`src/rtl/stride_pf_pkg.sv`:
```
package stride_pf_pkg;
  // Strobes from control to datapath
  typedef struct packed {
    logic train;   // qualified event: update table
    logic load;    // start a new burst (squashes any pending one)
    logic step;    // advance the pending burst by one candidate
  } pfStrobe_t;
endpackage

```
`src/rtl/stride_pf_dp.sv`:
```
module stride_pf_dp
  import stride_pf_pkg::*;
#(
  parameter int ADDR_W     = 32,
  parameter int PC_W       = 32,
  parameter int REQ_W      = 2,
  parameter int IDX_W      = 4,
  parameter int LINE_BYTES = 64,
  parameter int PAGE_BYTES = 4096,
  parameter int DEGREE     = 3
) (
  input  logic              clk,
  input  logic              rstN,
  input  logic [PC_W-1:0]   evPc,
  input  logic [ADDR_W-1:0] evAddr,
  input  logic [REQ_W-1:0]  evReqId,
  input  logic              cfgPerReq,
  input  logic              cfgPageStop,
  input  logic              cfgPcTag,
  input  pfStrobe_t         stb,
  output logic              trigHit,
  output logic              candDrop,
  output logic              lastStep,
  output logic [ADDR_W-1:0] pfAddr,
  output logic [PC_W-1:0]   pfPc
);
  localparam int ENTRIES   = 1 << IDX_W;
  localparam int LINE_BITS = $clog2(LINE_BYTES);
  localparam int PAGE_BITS = $clog2(PAGE_BYTES);
  localparam int CNT_W     = $clog2(DEGREE + 1);

  function automatic logic [ADDR_W-1:0] lineOf(input logic [ADDR_W-1:0] a);
    return {a[ADDR_W-1:LINE_BITS], {LINE_BITS{1'b0}}};
  endfunction

  // Stride table
  logic [ENTRIES-1:0]       entValid;
  logic [PC_W-1:0]          entPc     [ENTRIES];
  logic [REQ_W-1:0]         entReq    [ENTRIES];
  logic [ADDR_W-1:0]        entAddr   [ENTRIES];
  logic signed [ADDR_W-1:0] entStride [ENTRIES];
  logic [1:0]               entConf   [ENTRIES];

  logic [REQ_W-1:0]         reqKey;
  logic [IDX_W-1:0]         idx;
  logic                     hit;
  logic signed [ADDR_W-1:0] obsStride;
  logic signed [ADDR_W-1:0] nxtStride;
  logic [1:0]               nxtConf;

  assign reqKey = cfgPerReq ? evReqId : '0;
  assign idx    = evPc[IDX_W+1:2] ^ IDX_W'(reqKey);

  always_comb begin
    hit       = entValid[idx] && (entPc[idx] == evPc) && (entReq[idx] == reqKey);
    obsStride = $signed(evAddr - entAddr[idx]);
    if (obsStride == entStride[idx]) begin
      nxtStride = entStride[idx];
      nxtConf   = (entConf[idx] == 2'd3) ? 2'd3 : entConf[idx] + 2'd1;
    end else begin
      nxtConf   = (entConf[idx] == 2'd0) ? 2'd0 : entConf[idx] - 2'd1;
      nxtStride = (nxtConf == 2'd0) ? obsStride : entStride[idx];
    end
    trigHit = hit && (nxtConf >= 2'd2) && (nxtStride != '0);
  end

  always_ff @(posedge clk or negedge rstN) begin
    if (!rstN)          entValid      <= '0;
    else if (stb.train) entValid[idx] <= 1'b1;
  end

  always_ff @(posedge clk) begin
    if (stb.train) begin
      entPc[idx]   <= evPc;
      entReq[idx]  <= reqKey;
      entAddr[idx] <= evAddr;
      if (hit) begin
        entStride[idx] <= nxtStride;
        entConf[idx]   <= nxtConf;
      end else begin
        entStride[idx] <= '0;
        entConf[idx]   <= 2'd0;
      end
    end
  end

  // Burst generator
  logic [ADDR_W-1:0] curAddr;
  logic [ADDR_W-1:0] burstStride;
  logic [ADDR_W-1:0] trigLine;
  logic [ADDR_W-1:0] lastLine;
  logic [PC_W-1:0]   burstPc;
  logic [CNT_W-1:0]  kCnt;
  logic [ADDR_W-1:0] candLine;
  logic              crossPage;

  assign candLine  = lineOf(curAddr);
  assign crossPage = candLine[ADDR_W-1:PAGE_BITS] != trigLine[ADDR_W-1:PAGE_BITS];
  assign candDrop  = (candLine == trigLine) || (candLine == lastLine) ||
                     (cfgPageStop && crossPage);
  assign lastStep  = (kCnt == CNT_W'(DEGREE));
  assign pfAddr    = candLine;
  assign pfPc      = cfgPcTag ? burstPc : '0;

  always_ff @(posedge clk or negedge rstN) begin
    if (!rstN) begin
      curAddr     <= '0;
      burstStride <= '0;
      trigLine    <= '0;
      lastLine    <= '0;
      burstPc     <= '0;
      kCnt        <= '0;
    end else if (stb.load) begin
      curAddr     <= evAddr + $unsigned(nxtStride);
      burstStride <= $unsigned(nxtStride);
      trigLine    <= lineOf(evAddr);
      lastLine    <= lineOf(evAddr);
      burstPc     <= evPc;
      kCnt        <= CNT_W'(1);
    end else if (stb.step) begin
      curAddr <= curAddr + burstStride;
      if (!candDrop) lastLine <= candLine;
      kCnt    <= kCnt + CNT_W'(1);
    end
  end
endmodule

```
`src/rtl/stride_pf_ctrl.sv`:
```
module stride_pf_ctrl
  import stride_pf_pkg::*;
(
  input  logic      clk,
  input  logic      rstN,
  input  logic      evValid,
  input  logic      evMiss,
  input  logic      evWrite,
  input  logic      evInstr,
  input  logic      evIsPf,
  input  logic      cfgMissOnly,
  input  logic      cfgReadOnly,
  input  logic      cfgDataOnly,
  input  logic      cfgPcTag,
  input  logic      trigHit,
  input  logic      candDrop,
  input  logic      lastStep,
  input  logic      pfReady,
  output pfStrobe_t stb,
  output logic      pfValid
);
  logic busy;
  logic qual;

  always_comb begin
    qual = evValid
        && (!cfgMissOnly || evMiss)
        && (!cfgReadOnly || !evWrite)
        && (!cfgDataOnly || !evInstr)
        && (!evIsPf || cfgPcTag);
    stb.train = qual;
    stb.load  = qual && trigHit;
    stb.step  = busy && !stb.load && (candDrop || pfReady);
  end

  assign pfValid = busy && !candDrop;

  always_ff @(posedge clk or negedge rstN) begin
    if (!rstN)                     busy <= 1'b0;
    else if (stb.load)             busy <= 1'b1;
    else if (stb.step && lastStep) busy <= 1'b0;
  end
endmodule

```
`src/rtl/stride_prefetch.sv`:
```
module stride_prefetch
  import stride_pf_pkg::*;
#(
  parameter int ADDR_W     = 32,
  parameter int PC_W       = 32,
  parameter int REQ_W      = 2,
  parameter int IDX_W      = 4,
  parameter int LINE_BYTES = 64,
  parameter int PAGE_BYTES = 4096,
  parameter int DEGREE     = 3
) (
  input  logic              clk,
  input  logic              rstN,
  input  logic              evValid,
  input  logic [PC_W-1:0]   evPc,
  input  logic [ADDR_W-1:0] evAddr,
  input  logic              evMiss,
  input  logic              evWrite,
  input  logic              evInstr,
  input  logic [REQ_W-1:0]  evReqId,
  input  logic              evIsPf,
  input  logic              cfgMissOnly,
  input  logic              cfgReadOnly,
  input  logic              cfgDataOnly,
  input  logic              cfgPerReq,
  input  logic              cfgPageStop,
  input  logic              cfgPcTag,
  output logic              pfValid,
  input  logic              pfReady,
  output logic [ADDR_W-1:0] pfAddr,
  output logic [PC_W-1:0]   pfPc
);
  pfStrobe_t stb;
  logic      trigHit;
  logic      candDrop;
  logic      lastStep;

  stride_pf_ctrl i_ctrl (
    .clk(clk), .rstN(rstN),
    .evValid(evValid), .evMiss(evMiss), .evWrite(evWrite),
    .evInstr(evInstr), .evIsPf(evIsPf),
    .cfgMissOnly(cfgMissOnly), .cfgReadOnly(cfgReadOnly),
    .cfgDataOnly(cfgDataOnly), .cfgPcTag(cfgPcTag),
    .trigHit(trigHit), .candDrop(candDrop), .lastStep(lastStep),
    .pfReady(pfReady), .stb(stb), .pfValid(pfValid)
  );

  stride_pf_dp #(
    .ADDR_W(ADDR_W), .PC_W(PC_W), .REQ_W(REQ_W), .IDX_W(IDX_W),
    .LINE_BYTES(LINE_BYTES), .PAGE_BYTES(PAGE_BYTES), .DEGREE(DEGREE)
  ) i_dp (
    .clk(clk), .rstN(rstN),
    .evPc(evPc), .evAddr(evAddr), .evReqId(evReqId),
    .cfgPerReq(cfgPerReq), .cfgPageStop(cfgPageStop), .cfgPcTag(cfgPcTag),
    .stb(stb), .trigHit(trigHit), .candDrop(candDrop), .lastStep(lastStep),
    .pfAddr(pfAddr), .pfPc(pfPc)
  );
endmodule

```
`config.mk`:
```
export PLATFORM = sky130hd
export DESIGN_NAME = stride_prefetch
export DESIGN_NICKNAME = d
export VERILOG_FILES = /design/src/rtl/stride_pf_pkg.sv /design/src/rtl/stride_pf_dp.sv /design/src/rtl/stride_pf_ctrl.sv /design/src/rtl/stride_prefetch.sv
export SDC_FILE = /design/constraint.sdc
export NUM_CORES = 2
export LEC_CHECK = 0
export BUFFER_PORTS_ARGS = -buffer_cell sky130_fd_sc_hd__buf_2
export CAP_MARGIN = 20
export CORE_ASPECT_RATIO = 0.9
export CORE_MARGIN = 4
export CORE_UTILIZATION = 40
export CTS_CLUSTER_DIAMETER = 80
export CTS_CLUSTER_SIZE = 28
export DETAILED_ROUTE_END_ITERATION = 10
export PLACE_DENSITY = 0.58
export SLEW_MARGIN = 30
export SYNTH_ARGS = -nofsm -noshare
export SYNTH_HDL_FRONTEND = slang
export SYNTH_HIERARCHICAL = 1
export SYNTH_SLANG_ARGS = --single-unit
```
`constraint.sdc`:
```
create_clock -name clk -period 14.7 [get_ports clk]
set_input_delay 0.735 -clock clk [delete_from_list [all_inputs] [get_ports clk]]
set_output_delay 0.735 -clock clk [all_outputs]
set_load 0.05 [all_outputs]
```
==> results_dict.tcl <==
set metrics [dict create \
    wl_met3_um 16100 \
    gr-usage-all-layers_pct 21.3 \
    grt_pass1_vias 47100 \
    cts_tree "yes" \
    clk_path_buf_depth 3 \
    synth.area.top_cells "edfxtp_1, nand2_1, dfrtp_1, a311oi_1, nand3_1" \
    switchingPower_mw 2.92 \
    post-dp-hpwl_um 123000 \
    fmax_mhz 82.6 \
    report.power.total_mw 10.4 \
    ctsResizeCount 0 \
    setup_viol 0 \
    drc 0 \
    yosysTopAreaCellShare_pct 62.4 \
    finalHoldViolations 0 \
    pin_count 145 \
    relSlewSlack_pct 32.9 \
    drt_wl_total_um 218000 \
    swShare_pct 28.1 \
    async_flop_share_pct 9.45 \
    combPwrFrac_pct 14.6 \
    synth-adder-area-share_pct 1.68 \
    grt_pass1_wl_um 321000 \
    tightest_slew_ns 0.978 \
    hold_path.class "in -> reg" \
    wl_per_cell_um 25.4 \
    numCtsBuffers 96 \
    synth_flop_cell "edfxtp_1" \
    grt_overflow 0 \
    cp_data_arrival_time_ns 12.82 \
    ys_ff_latch 1767 \
    slew_violations 0 \
    synth-edff-count 1600 \
    final_common_cell "edfxtp_1" \
    place.gp.congestion 0.910 \
    drt_first_pass_iters 9 \
    mostFrequentLayoutCells "edfxtp_1, nand2_1, nand3_1, a311oi_1, and3_1" \
    place_inst 8389 \
    min_period_ns 12.11 \
    die_w_um 470 \
    cap_viol_max_count 0 \
    port_buffers 138 \
    initial_core_util_pct 40.3 \
    synth_top_family_by_area "simple AND/OR/NAND/NOR gates" \
    synth_simple_gate_area_share_pct 13.1 \
    die-area_um2 200000 \
    endpoint_kind "register" \
    num_vias 49300 \
    p_per_area_nw_per_um2 124 \
    fin_util_pct 44.0 \
    synthesis.instances 5959 \
    fillers 17200 \
    final_nets 6128 \
    period_share_pct 82.4 \
    outcome "finished clean" \
    muxShareOfSynthArea_pct 3.91 \
    wl_met1_um 97500 \
    top_layer_used "met5" \
    routed_via_density 5.76 \
    p_leak_nw 30.2 \
    timing.hold.ws_ns 0.290 \
    clk_latency_ns 0.79 \
    syn_area_um2 77000 \
    cp-start-kind "primary input" \
    fin_tns_setup_ns 0 \
    chipHeight_um 424 \
    antenna_found_initial 12 \
    grt_max_degree 149 \
    drive_above_1_share_pct 10.5 \
    synth_compound_area_share_pct 8.55 \
    synth_xor_area_share_pct 2.10 \
    clk_pin_slew_ns 0.11 \
    drt_iter0_markers 5555 \
    synth_seq_area_share_pct 67.9 \
    worstPathMaxFanout 88 \
    drt.antenna.violating_nets 0 \
    cp_data_required_time_ns 15.41 \
    pwr-share-seq_pct 54.4 \
    yosys_warnings 6 \
    syn_area_per_cell_um2 12.9 \
    num_rows 152 \
    fin_skew_ns 0.0625 \
    synth_cell_type_count 98 \
    rsz0062_at_grt "false" \
    synth_top_cell_by_area "edfxtp_1" \
    max_stage_delay_ns 0.77 \
    finalNonFillerCells 8572 \
    htree_num_levels 3 \
    critPathKind "in -> reg" \
    cp_slowest_cell "nand2_8" \
    ir_worst_vdd_mv 0.0835 \
    p_int_mw 7.48 \
    wl_met2_um 99100 \
    coreArea_um2 191000 \
    power_frac_clock_pct 30.9 \
    cts_num_sinks 1767 \
    cts-root-buf "clkbuf_16" \
    syn_to_final_growth_pct 9.12 \
]
-- stage by stage --
| step | cell area (um^2) | setup WS, ns |
|---|---|---|
| final | 84000 | 2.59 |
| after CTS | 83900 | 2.93 |
| after floorplan | 77000 | 3.37 |
| after detailed placement | 80500 | 2.12 |
| after global placement | 80300 | 2.35 |
| after global routing | 84000 | 2.07 |
-- worst paths after layout --
check / startpoint / to / slack [ns] / depth (start not counted)
setup / recovery: evPc[3] / i_dp/curAddr[31]$_DFFE_PN0P_ / 2.59 / 38
min in group asynchronous: rstN / i_dp/lastLine[15]$_DFFE_PN0P_ / 0.49 / 2
setup reg to reg: i_dp/entAddr[7][0]$_DFFE_PP_ / i_dp/curAddr[31]$_DFFE_PN0P_ / 4.52 / 35
hold reg to reg: i_dp/entValid[14]$_DFFE_PN0P_ / i_dp/entValid[14]$_DFFE_PN0P_ / 0.48 / 1
max in group asynchronous: rstN / i_dp/burstPc[21]$_DFFE_PN0P_ / 12.93 / 3
hold / removal: pfReady / i_ctrl/busy$_DFFE_PN0P_ / 0.29 / 4
-- worst max-delay path, delay by kind of cell --
family / cells / cell delay, ns
simple gates: 12 / 3.74
xor+xnor: 2 / 0.24
mux: 1 / 0.34
buf+inv: 4 / 1.26
fa+ha+maj: 2 / 0.79
compound gates: 17 / 5.43
-- cells by family (layout without fill, tap and decap cells) --
logic type / Yosys count / in the layout
AND/OR/NAND/NOR: 2249 / 2249
flip-flops: 1767 / 1767
AO/OA/AOI/OAI: 936 / 936
buffers and inverters: 477 / 538
multiplexers: 244 / 244
XOR/XNOR: 183 / 183
adder cells (fa/ha/maj): 102 / 102
other: 1 / 12
-- what timing repair did --
item,CTS,global route
buffers inserted,0,0
hold buffers,1,0
endpoints found under the hold margin,50,0
-- cell usage after synthesis, types with 8 or more instances --
master and number:
mux2i_1 150, nor4_1 19, nand2b_1 24, a211o_1 11, dfrtp_1 167, o21a_1 11, o2111ai_1 8, a22oi_1 9
or2_2 23, o21ai_0 141, a221oi_1 11, buf_1 39, nor2_1 160, nor2b_1 35, or3_1 12, a31oi_1 90
and3_1 170, nor3_1 48, o31ai_1 11, a311oi_1 220, a211oi_1 57, mux2_2 48, nand2_1 1284, mux2_4 8
nand4_1 31, buf_2 98, a21o_1 68, mux4_2 36, ha_1 98, o211ai_1 18, nand3_1 351, xnor2_1 114
buf_4 50, o22ai_1 30, a21oi_1 163, xor2_1 68, clkbuf_1 194, edfxtp_1 1600, and2_1 46, o311ai_0 8
inv_1 86
-- final cells by class --
type	instances	area [um^2]	share of cell area [%]
antenna	6	15.0	0.0179
inverter	89	334	0.398
multi-input combinational	3720	22900	27.2
timing repair buffer	273	1950	2.32
tap	2541	3180	3.79
sequential	1767	52200	62.2
clock inverter	73	982	1.17
clock buffer	103	2440	2.90
-- flip-flops by register name, indices dropped and copies added, names as in the netlist --
name	flops
i_dp/entAddr	512
i_dp/kCnt	2
i_dp/entConf	32
i_dp/lastLine	26
i_dp/entPc	512
i_dp/burstPc	32
i_ctrl/busy	1
i_dp/trigLine	26
i_dp/entValid	16
i_dp/curAddr	32
i_dp/burstStride	32
i_dp/entStride	512
i_dp/entReq	32
-- power by group through the flow --
stage | Sequential [mW] | Clock [mW] | Combinational, mW
3_5_place_dp | 5.78 | 0 | 1.49
2_1_floorplan | 5.78 | 0 | 0.941
5_1_grt | 5.67 | 3.48 | 1.64
3_3_place_gp | 5.78 | 0 | 1.47
4_1_cts | 5.66 | 3.29 | 1.50
6_report | 5.66 | 3.21 | 1.52
-- routing by layer --
metal | track usage, % | vias up
met5 | 0 | -
li1 | - | 22100
met3 | 3.27 | 258
met1 | 31.2 | 25100
met2 | 33.3 | 1791
met4 | 5.14 | 2
No activity file was read; power rests on OpenSTA's default activity.
